--- src/rtl/rlf_pkg.sv ---
package rlf_pkg;

   // What the incoming cell becomes after the checks of one strobe.
   typedef enum logic [1:0] {
      EV_GAP     = 2'd0,   // non-peak cell, no promotion
      EV_PEAK    = 2'd1,   // incoming peak kept
      EV_PRO_NEW = 2'd2,   // incoming non-peak cell promoted to a peak
      EV_PRO_OLD = 2'd3    // older cell in the window promoted to a peak
   } cell_evt_e;

endpackage

--- src/rtl/rlf_decide.sv ---
module rlf_decide
   import rlf_pkg::*;
#(
   parameter int LEN   = 9,
   parameter int MAG_W = 6,
   parameter int KW    = 3,
   parameter int GW    = 4
) (
   input  logic             adv,
   input  logic             in_pk,
   input  logic             in_neg,
   input  logic [MAG_W-1:0] in_mag,
   input  logic             have_last,
   input  logic             last_neg,
   input  logic [MAG_W-1:0] last_mag,
   input  logic [GW-1:0]    gap,
   input  logic             cand_ok,
   input  logic [MAG_W-1:0] cand_mag,
   input  logic [KW-1:0]    cfg_d,
   input  logic [KW-1:0]    cfg_k,
   input  logic             en_alt,
   input  logic             en_dmin,
   input  logic             en_kmax,
   output logic             hit_alt,
   output logic             hit_dmin,
   output logic             hit_kmax,
   output logic             del_old,
   output cell_evt_e        evt
);

   logic [GW-1:0] d_ext;
   logic [GW-1:0] k_ext;
   logic          fix_pk;
   logic          new_wins;
   logic          drop_new;
   logic          kept;
   logic          pro_any;
   logic          pro_here;

   assign d_ext = GW'(cfg_d);
   assign k_ext = GW'(cfg_k);

   always_comb begin
      hit_alt  = adv & in_pk & have_last & (in_neg == last_neg);
      hit_dmin = adv & in_pk & have_last & (gap < d_ext);
      fix_pk   = (hit_alt & en_alt) | (hit_dmin & en_dmin);
      // ties keep the older peak
      new_wins = in_mag > last_mag;
      drop_new = fix_pk & ~new_wins;
      kept     = in_pk & ~drop_new;
      del_old  = kept & fix_pk & (gap < GW'(LEN));
      hit_kmax = adv & ~kept & have_last & (gap == k_ext);
      pro_any  = hit_kmax & en_kmax;
      // ties keep the earlier candidate
      pro_here = ~cand_ok | (in_mag > cand_mag);
      if (pro_any)
         evt = pro_here ? EV_PRO_NEW : EV_PRO_OLD;
      else if (kept)
         evt = EV_PEAK;
      else
         evt = EV_GAP;
   end

endmodule

--- src/rtl/rlf_track.sv ---
module rlf_track
   import rlf_pkg::*;
#(
   parameter int LEN   = 9,
   parameter int MAG_W = 6,
   parameter int KW    = 3,
   parameter int GW    = 4
) (
   input  logic             clk,
   input  logic             rst_n,
   input  logic             adv,
   input  cell_evt_e        evt,
   input  logic             in_neg,
   input  logic [MAG_W-1:0] in_mag,
   input  logic [KW-1:0]    cfg_k,
   output logic             have_last,
   output logic             last_neg,
   output logic [MAG_W-1:0] last_mag,
   output logic [GW-1:0]    gap,
   output logic             cand_ok,
   output logic [GW-1:0]    cand_idx,
   output logic [MAG_W-1:0] cand_mag
);

   localparam logic [GW-1:0] GAP_SAT  = GW'(LEN);
   localparam logic [GW-1:0] IDX_LAST = GW'(LEN - 1);

   logic [GW-1:0] gap_inc;
   logic [GW-1:0] k_ext;

   assign gap_inc = (gap == GAP_SAT) ? GAP_SAT : gap + GW'(1);
   assign k_ext   = GW'(cfg_k);

   always_ff @(posedge clk or negedge rst_n) begin
      if (!rst_n) begin
         have_last <= 1'b0;
         last_neg  <= 1'b0;
         last_mag  <= '0;
         gap       <= '0;
         cand_ok   <= 1'b0;
         cand_idx  <= '0;
         cand_mag  <= '0;
      end else if (adv) begin
         unique case (evt)
            EV_PEAK: begin
               have_last <= 1'b1;
               last_neg  <= in_neg;
               last_mag  <= in_mag;
               gap       <= '0;
               cand_ok   <= 1'b0;
            end
            EV_PRO_NEW: begin
               have_last <= 1'b1;
               last_neg  <= ~last_neg;
               last_mag  <= in_mag;
               gap       <= '0;
               cand_ok   <= 1'b0;
            end
            EV_PRO_OLD: begin
               last_neg  <= ~last_neg;
               last_mag  <= cand_mag;
               gap       <= cand_idx + GW'(1);
               cand_ok   <= 1'b1;
               cand_idx  <= '0;
               cand_mag  <= in_mag;
            end
            default: begin
               gap <= gap_inc;
               if (!cand_ok || (in_mag > cand_mag)) begin
                  cand_ok  <= 1'b1;
                  cand_idx <= '0;
                  cand_mag <= in_mag;
               end else if (cand_idx >= IDX_LAST) begin
                  cand_ok  <= 1'b0;
               end else begin
                  cand_idx <= cand_idx + GW'(1);
               end
            end
         endcase
      end
   end

   // after an older cell is promoted, the run restarts no longer than k
   a_r7_run_rebased: assert property (@(posedge clk) disable iff (!rst_n)
      (adv && evt == EV_PRO_OLD) |=> (gap <= $past(k_ext)));

   // a promoted incoming cell is the newest peak
   a_r7_new_promoted: assert property (@(posedge clk) disable iff (!rst_n)
      (adv && evt == EV_PRO_NEW) |=> (gap == '0 && have_last));

   // a candidate is always inside the window
   a_r9_cand_in_window: assert property (@(posedge clk) disable iff (!rst_n)
      cand_ok |-> (cand_idx <= IDX_LAST));

endmodule

--- src/rtl/rlf_delay.sv ---
module rlf_delay #(
   parameter int LEN = 9,
   parameter int GW  = 4
) (
   input  logic          clk,
   input  logic          rst_n,
   input  logic          adv,
   input  logic          in_bit,
   input  logic          del_en,
   input  logic [GW-1:0] del_idx,
   input  logic          pro_en,
   input  logic [GW-1:0] pro_idx,
   output logic          out_bit
);

   if (LEN < 3) begin : g_bad_len
      $error("rlf_delay: LEN must be at least 3");
   end

   logic [LEN-1:0] win;
   logic [LEN-1:0] fixed;

   for (genvar i = 0; i < LEN; i++) begin : g_cell
      assign fixed[i] = (win[i] & ~(del_en && (del_idx == GW'(i))))
                      | (pro_en && (pro_idx == GW'(i)));
      if (i == 0) begin : g_head
         always_ff @(posedge clk or negedge rst_n) begin
            if (!rst_n)   win[i] <= 1'b0;
            else if (adv) win[i] <= in_bit;
         end
      end else begin : g_body
         always_ff @(posedge clk or negedge rst_n) begin
            if (!rst_n)   win[i] <= 1'b0;
            else if (adv) win[i] <= fixed[i-1];
         end
      end
   end

   always_ff @(posedge clk or negedge rst_n) begin
      if (!rst_n)   out_bit <= 1'b0;
      else if (adv) out_bit <= fixed[LEN-1];
   end

   // a deletion always lands on a stored peak
   a_r3_del_on_peak: assert property (@(posedge clk) disable iff (!rst_n)
      del_en |-> ((del_idx < GW'(LEN)) && win[del_idx]));

   // a promotion always lands on a stored non-peak cell
   a_r7_pro_on_gap: assert property (@(posedge clk) disable iff (!rst_n)
      pro_en |-> ((pro_idx < GW'(LEN)) && !win[pro_idx]));

   // at most one repair per strobe
   a_r5_single_fix: assert property (@(posedge clk) disable iff (!rst_n)
      !(del_en && pro_en));

endmodule

--- src/rtl/rll_peak_fixer.sv ---
module rll_peak_fixer
   import rlf_pkg::*;
#(
   parameter  int K_MAX = 7,
   parameter  int MAG_W = 6,
   localparam int LEN   = K_MAX + 2,
   localparam int KW    = $clog2(K_MAX + 1),
   localparam int GW    = $clog2(LEN + 1)
) (
   input  logic             clk,
   input  logic             rst_n,
   input  logic             cell_stb,
   input  logic             pk_det,
   input  logic             pk_neg,
   input  logic [MAG_W-1:0] pk_mag,
   input  logic [KW-1:0]    cfg_dmin,
   input  logic [KW-1:0]    cfg_kmax,
   input  logic             en_alt_fix,
   input  logic             en_dmin_fix,
   input  logic             en_kmax_fix,
   output logic             sd_bit,
   output logic             sd_stb,
   output logic             err_alt,
   output logic             err_dmin,
   output logic             err_kmax
);

   if (K_MAX < 1 || MAG_W < 1) begin : g_bad_cfg
      $error("rll_peak_fixer: K_MAX and MAG_W must be positive");
   end

   logic             have_last;
   logic             last_neg;
   logic [MAG_W-1:0] last_mag;
   logic [GW-1:0]    gap;
   logic             cand_ok;
   logic [GW-1:0]    cand_idx;
   logic [MAG_W-1:0] cand_mag;
   logic             hit_alt;
   logic             hit_dmin;
   logic             hit_kmax;
   logic             del_old;
   cell_evt_e        evt;
   logic             head_bit;
   logic             pro_old;

   rlf_decide #(.LEN(LEN), .MAG_W(MAG_W), .KW(KW), .GW(GW)) u_decide (
      .adv      (cell_stb),
      .in_pk    (pk_det),
      .in_neg   (pk_neg),
      .in_mag   (pk_mag),
      .have_last(have_last),
      .last_neg (last_neg),
      .last_mag (last_mag),
      .gap      (gap),
      .cand_ok  (cand_ok),
      .cand_mag (cand_mag),
      .cfg_d    (cfg_dmin),
      .cfg_k    (cfg_kmax),
      .en_alt   (en_alt_fix),
      .en_dmin  (en_dmin_fix),
      .en_kmax  (en_kmax_fix),
      .hit_alt  (hit_alt),
      .hit_dmin (hit_dmin),
      .hit_kmax (hit_kmax),
      .del_old  (del_old),
      .evt      (evt)
   );

   rlf_track #(.LEN(LEN), .MAG_W(MAG_W), .KW(KW), .GW(GW)) u_track (
      .clk      (clk),
      .rst_n    (rst_n),
      .adv      (cell_stb),
      .evt      (evt),
      .in_neg   (pk_neg),
      .in_mag   (pk_mag),
      .cfg_k    (cfg_kmax),
      .have_last(have_last),
      .last_neg (last_neg),
      .last_mag (last_mag),
      .gap      (gap),
      .cand_ok  (cand_ok),
      .cand_idx (cand_idx),
      .cand_mag (cand_mag)
   );

   assign head_bit = (evt == EV_PEAK) || (evt == EV_PRO_NEW);
   assign pro_old  = cell_stb && (evt == EV_PRO_OLD);

   rlf_delay #(.LEN(LEN), .GW(GW)) u_delay (
      .clk    (clk),
      .rst_n  (rst_n),
      .adv    (cell_stb),
      .in_bit (head_bit),
      .del_en (del_old),
      .del_idx(gap),
      .pro_en (pro_old),
      .pro_idx(cand_idx),
      .out_bit(sd_bit)
   );

   always_ff @(posedge clk or negedge rst_n) begin
      if (!rst_n) begin
         sd_stb   <= 1'b0;
         err_alt  <= 1'b0;
         err_dmin <= 1'b0;
         err_kmax <= 1'b0;
      end else begin
         sd_stb   <= cell_stb;
         err_alt  <= hit_alt;
         err_dmin <= hit_dmin;
         err_kmax <= hit_kmax;
      end
   end

   // a flag only ever follows a strobe
   a_r8_flag_after_stb: assert property (@(posedge clk) disable iff (!rst_n)
      (err_alt || err_dmin || err_kmax) |-> $past(cell_stb));

   // the serial bit holds between strobes
   a_r1_hold_idle: assert property (@(posedge clk) disable iff (!rst_n)
      !$past(cell_stb) |-> $stable(sd_bit));

endmodule

--- config.mk ---
export PLATFORM = sky130hd
export DESIGN_NAME = rll_peak_fixer
export DESIGN_NICKNAME = d
export VERILOG_FILES = /design/src/rtl/rlf_pkg.sv /design/src/rtl/rlf_decide.sv /design/src/rtl/rlf_track.sv /design/src/rtl/rlf_delay.sv /design/src/rtl/rll_peak_fixer.sv
export SDC_FILE = /design/constraint.sdc
export NUM_CORES = 1
export LEC_CHECK = 0
export BUFFER_PORTS_ARGS = -buffer_cell sky130_fd_sc_hd__buf_2
export CORE_MARGIN = 5
export CORE_UTILIZATION = 50
export CTS_BUF_LIST = sky130_fd_sc_hd__clkbuf_8 sky130_fd_sc_hd__clkbuf_16
export DETAILED_ROUTE_END_ITERATION = 8
export PLACE_DENSITY = 0.69
export SLEW_MARGIN = 20
export SYNTH_ARGS = -nofsm -noshare
export SYNTH_HDL_FRONTEND = slang
export SYNTH_SLANG_ARGS = --single-unit
--- constraint.sdc ---
create_clock -name clk -period 3.05 [get_ports clk]
set_clock_uncertainty 0.05 [all_clocks]
set_input_delay 0.61 -clock clk [delete_from_list [all_inputs] [get_ports clk]]
set_output_delay 0.61 -clock clk [all_outputs]
set_load 0.1 [all_outputs]
==> run_results.csv <==
group,metric,value,unit
outcome,outcome,"completed",
job,cap_violations,0,
final_layout,layout_commonest_cell,"dfrtp_1",
yosys,synthMuxAreaShare,0.0892,
clock_tree,cts_resized,0,
critical_path,end_kind,"register",
yosys,ys_seq_elements,37,
drt,firstDrtPassIters,4,
pwr,power.leakage,1.26,nW
global_route,track_usage,0.187,
final_layout,final_cell_mix,"dfrtp_1, buf_2, inv_1",
sta,maxSlewViolCount,0,
yosys,ys.warnings.count,0,
yosys,synth_fp_nets,290,
clock_tree,clockBufferDepth,2,
critical_path,path_class,"input port to register",
clock_tree,clk_pin_slew,0.07,ns
sta,period_share,0.833,
yosys,syn_area,2440,um^2
final_layout,drive_above_1_share,0.225,
clock_tree,postCtsSetupBuffers,0,
floorplanning,fp-row-count,25,
critical_path,reg2reg_to,"u_track.cand_mag[3]",
sta,finalWorstSetupSlack,0.509,ns
pwr,irDropWorstVdd,432,uV
floorplanning,fp.dieW,79.9,um
yosys,synth_compound_area_frac,0.196,
floorplanning,initial_utilization,0.517,
sta,setup_violations,0,
sta,timing.fmax,394,MHz
final_layout,multi_input_area,1370,um^2
clock_tree,cts_num_sinks,37,
placement,dp_slack,0.225,ns
placement,dp.final_hpwl,3920,um
final_layout,regArea,926,um^2
drt,via_per_inst,5.54,
global_route,grt_max_degree,38,
critical_path,ff2ff_path_depth,8,
yosys,synth-async-reset-ratio,1.00,
sta,finalCriticalPeriod,2.54,ns
drt,wl_per_cell,15.4,um
yosys,synth_ff_type,"dfrtp_1",
critical_path,start_kind,"input port",
drt,dr_total_vias,1923,
sta,tightest_slew,0.838,ns
sta,hold_viol_final,0,
final_layout,postLayoutCoreUtil,0.585,
pwr,pwr_density_cell,820,nW/um^2
worst_hold_path,hold_path.class,"input port to asynchronous set/reset pin",
drt,drt_wl_total,5360,um
critical_path,r2r_slack,0.53,ns
floorplanning,io_pins,25,
critical_path,required,3.17,ns
yosys,synth-edff-count,0,
drt,drc,0,
floorplanning,die_h,79.9,um
yosys,synth_cells,252,
final_layout,fill_cells,422,
placement,numPortBuffers,24,
drt,drtAntennaViolNets,0,
yosys,syn_area_per_cell,9.69,um^2
yosys,synthSimpleGateAreaFrac,0.162,
yosys,ys_types,57,
drt,drtIter0Drc,143,
global_route,grt_pass1_vias,1889,
critical_path,arrival,2.66,ns
sta,rsz0062_at_grt,"false",
final_layout,areaGrowthSynthToFinish,13.2,%
clock_tree,clkLatencyLatePin,0.29,ns
clock_tree,cts-root-buf,"clkbuf_8",
clock_tree,numCtsBuffers,5,
sta,finalSetupTns,0,ns
critical_path,reg2reg_from,"u_track.gap[1]",
clock_tree,htreeDepth,2,
pwr,power.total,0.00227,W
final_layout,nets,317,
final_layout,diodes,0,
yosys,synthXorXnorAreaFrac,0.0215,
clock_tree,cts_tree,"yes",
yosys,synth_fa_ha_area_frac,0.0923,
yosys,synth_top_family_by_area,"compound AO/OA/AOI/OAI gates",
global_route,grt_overflow,0,
global_route,grt_first_pass_wirelength,9220,um
clock_tree,holdBufCountCts,0,
global_route,antenna_found_initial,0,
placement,gp_routability_congestion,0.870,
floorplanning,core,4720,um^2
critical_path,critPathMaxFanout,5,
sta,slew_headroom,0.441,
floorplanning,dieArea,6380,um^2
yosys,ys_seq_area_frac,0.379,
[report_power, final]
part           internal, W  switching (W)
combinational     0.000423       0.000570
sequential        0.000674       0.000160
clock             0.000263       0.000175
[cell usage after synthesis, types with 3 or more instances]
library cell,n,area (um^2)
dfrtp_1,37,926
inv_1,22,82.6
o21ai_0,19,95.1
ha_1,18,225
nand2_1,17,63.8
mux2_2,14,158
nand3_1,13,65.1
a31oi_1,10,62.6
nor2_1,8,30.0
clkbuf_1,7,26.3
mux2i_1,6,60.1
o2bb2ai_1,5,43.8
o31ai_1,5,37.5
a21oi_1,4,20.0
nand3b_1,4,30.0
o41ai_1,4,35.0
xor2_1,4,35.0
o211ai_1,3,22.5
[per-layer routing]
metal | up-vias | global-route usage | part of all wire
met5 | - | 0 | 0
met2 | 43 | 0.309 | 0.47
li1 | 979 | - | -
met4 | 0 | 0.0642 | 0.014
met3 | 6 | 0.0418 | 0.044
met1 | 895 | 0.239 | 0.47
[registers in the layout (all words and copies together) (netlist names)]
register and flops:
u_track.cand_ok 1, u_delay.out_bit 1, err_dmin 1, u_track.last_mag 6
u_track.cand_idx 4, u_track.cand_mag 6, u_track.gap 4, u_track.last_neg 1
u_delay.win 9, u_track.have_last 1, err_alt 1, sd_stb 1
err_kmax 1
[critical path, stage by stage]
cell     delay (ns)
buf_2          0.13
ha_1           0.32
and4_1         0.22
o21a_1         0.12
o31ai_1        0.34
a21oi_1        0.18
nor4_4         0.22
buf_4          0.20
mux2_2         0.33
[kinds of logic after synthesis]
group                      Yosys count
xor gates and xnor gates             6
buffers and inverters               35
AOI/OAI and AO/OA                   69
adders and majority gates           18
muxes                               20
and+or+nand+nor                     67
DFF                                 37
[metrics by stage]
step | hold slack, ns | instance area (um^2) | instances
floorplan | 0.264 | 2440 | 252
finish | 0.371 | 2760 | 347
global placement | 0.413 | 2650 | 339
CTS | 0.393 | 2760 | 347
detailed placement | 0.423 | 2650 | 339
global route | 0.439 | 2760 | 347
[worst max-delay path by stage]
stage	from	cells past startpoint	endpoint	slack, ns
finish	pk_mag[5]	9	u_track.cand_mag[3]	0.51
global route	u_track.cand_mag[5]	9	u_track.cand_mag[2]	0.38
CTS	pk_mag[5]	9	u_track.cand_mag[3]	0.51
detailed placement	pk_mag[5]	9	u_track.cand_mag[0]	0.22
global placement	pk_mag[5]	9	u_track.cand_mag[3]	0.28
floorplan	pk_mag[5]	7	u_track.cand_mag[0]	0.56
[layout make-up]
| cell class | instances | area share |
|---|---|---|
| multi-input combinational | 180 | 0.496 |
| sequential | 37 | 0.335 |
| timing repair buffer | 32 | 0.0652 |
| inverter | 23 | 0.0312 |
| tap | 67 | 0.0303 |
| clock buffer | 6 | 0.0299 |
| clock inverter | 2 | 0.0122 |
Note: power is estimated with default switching activity, not from simulation.
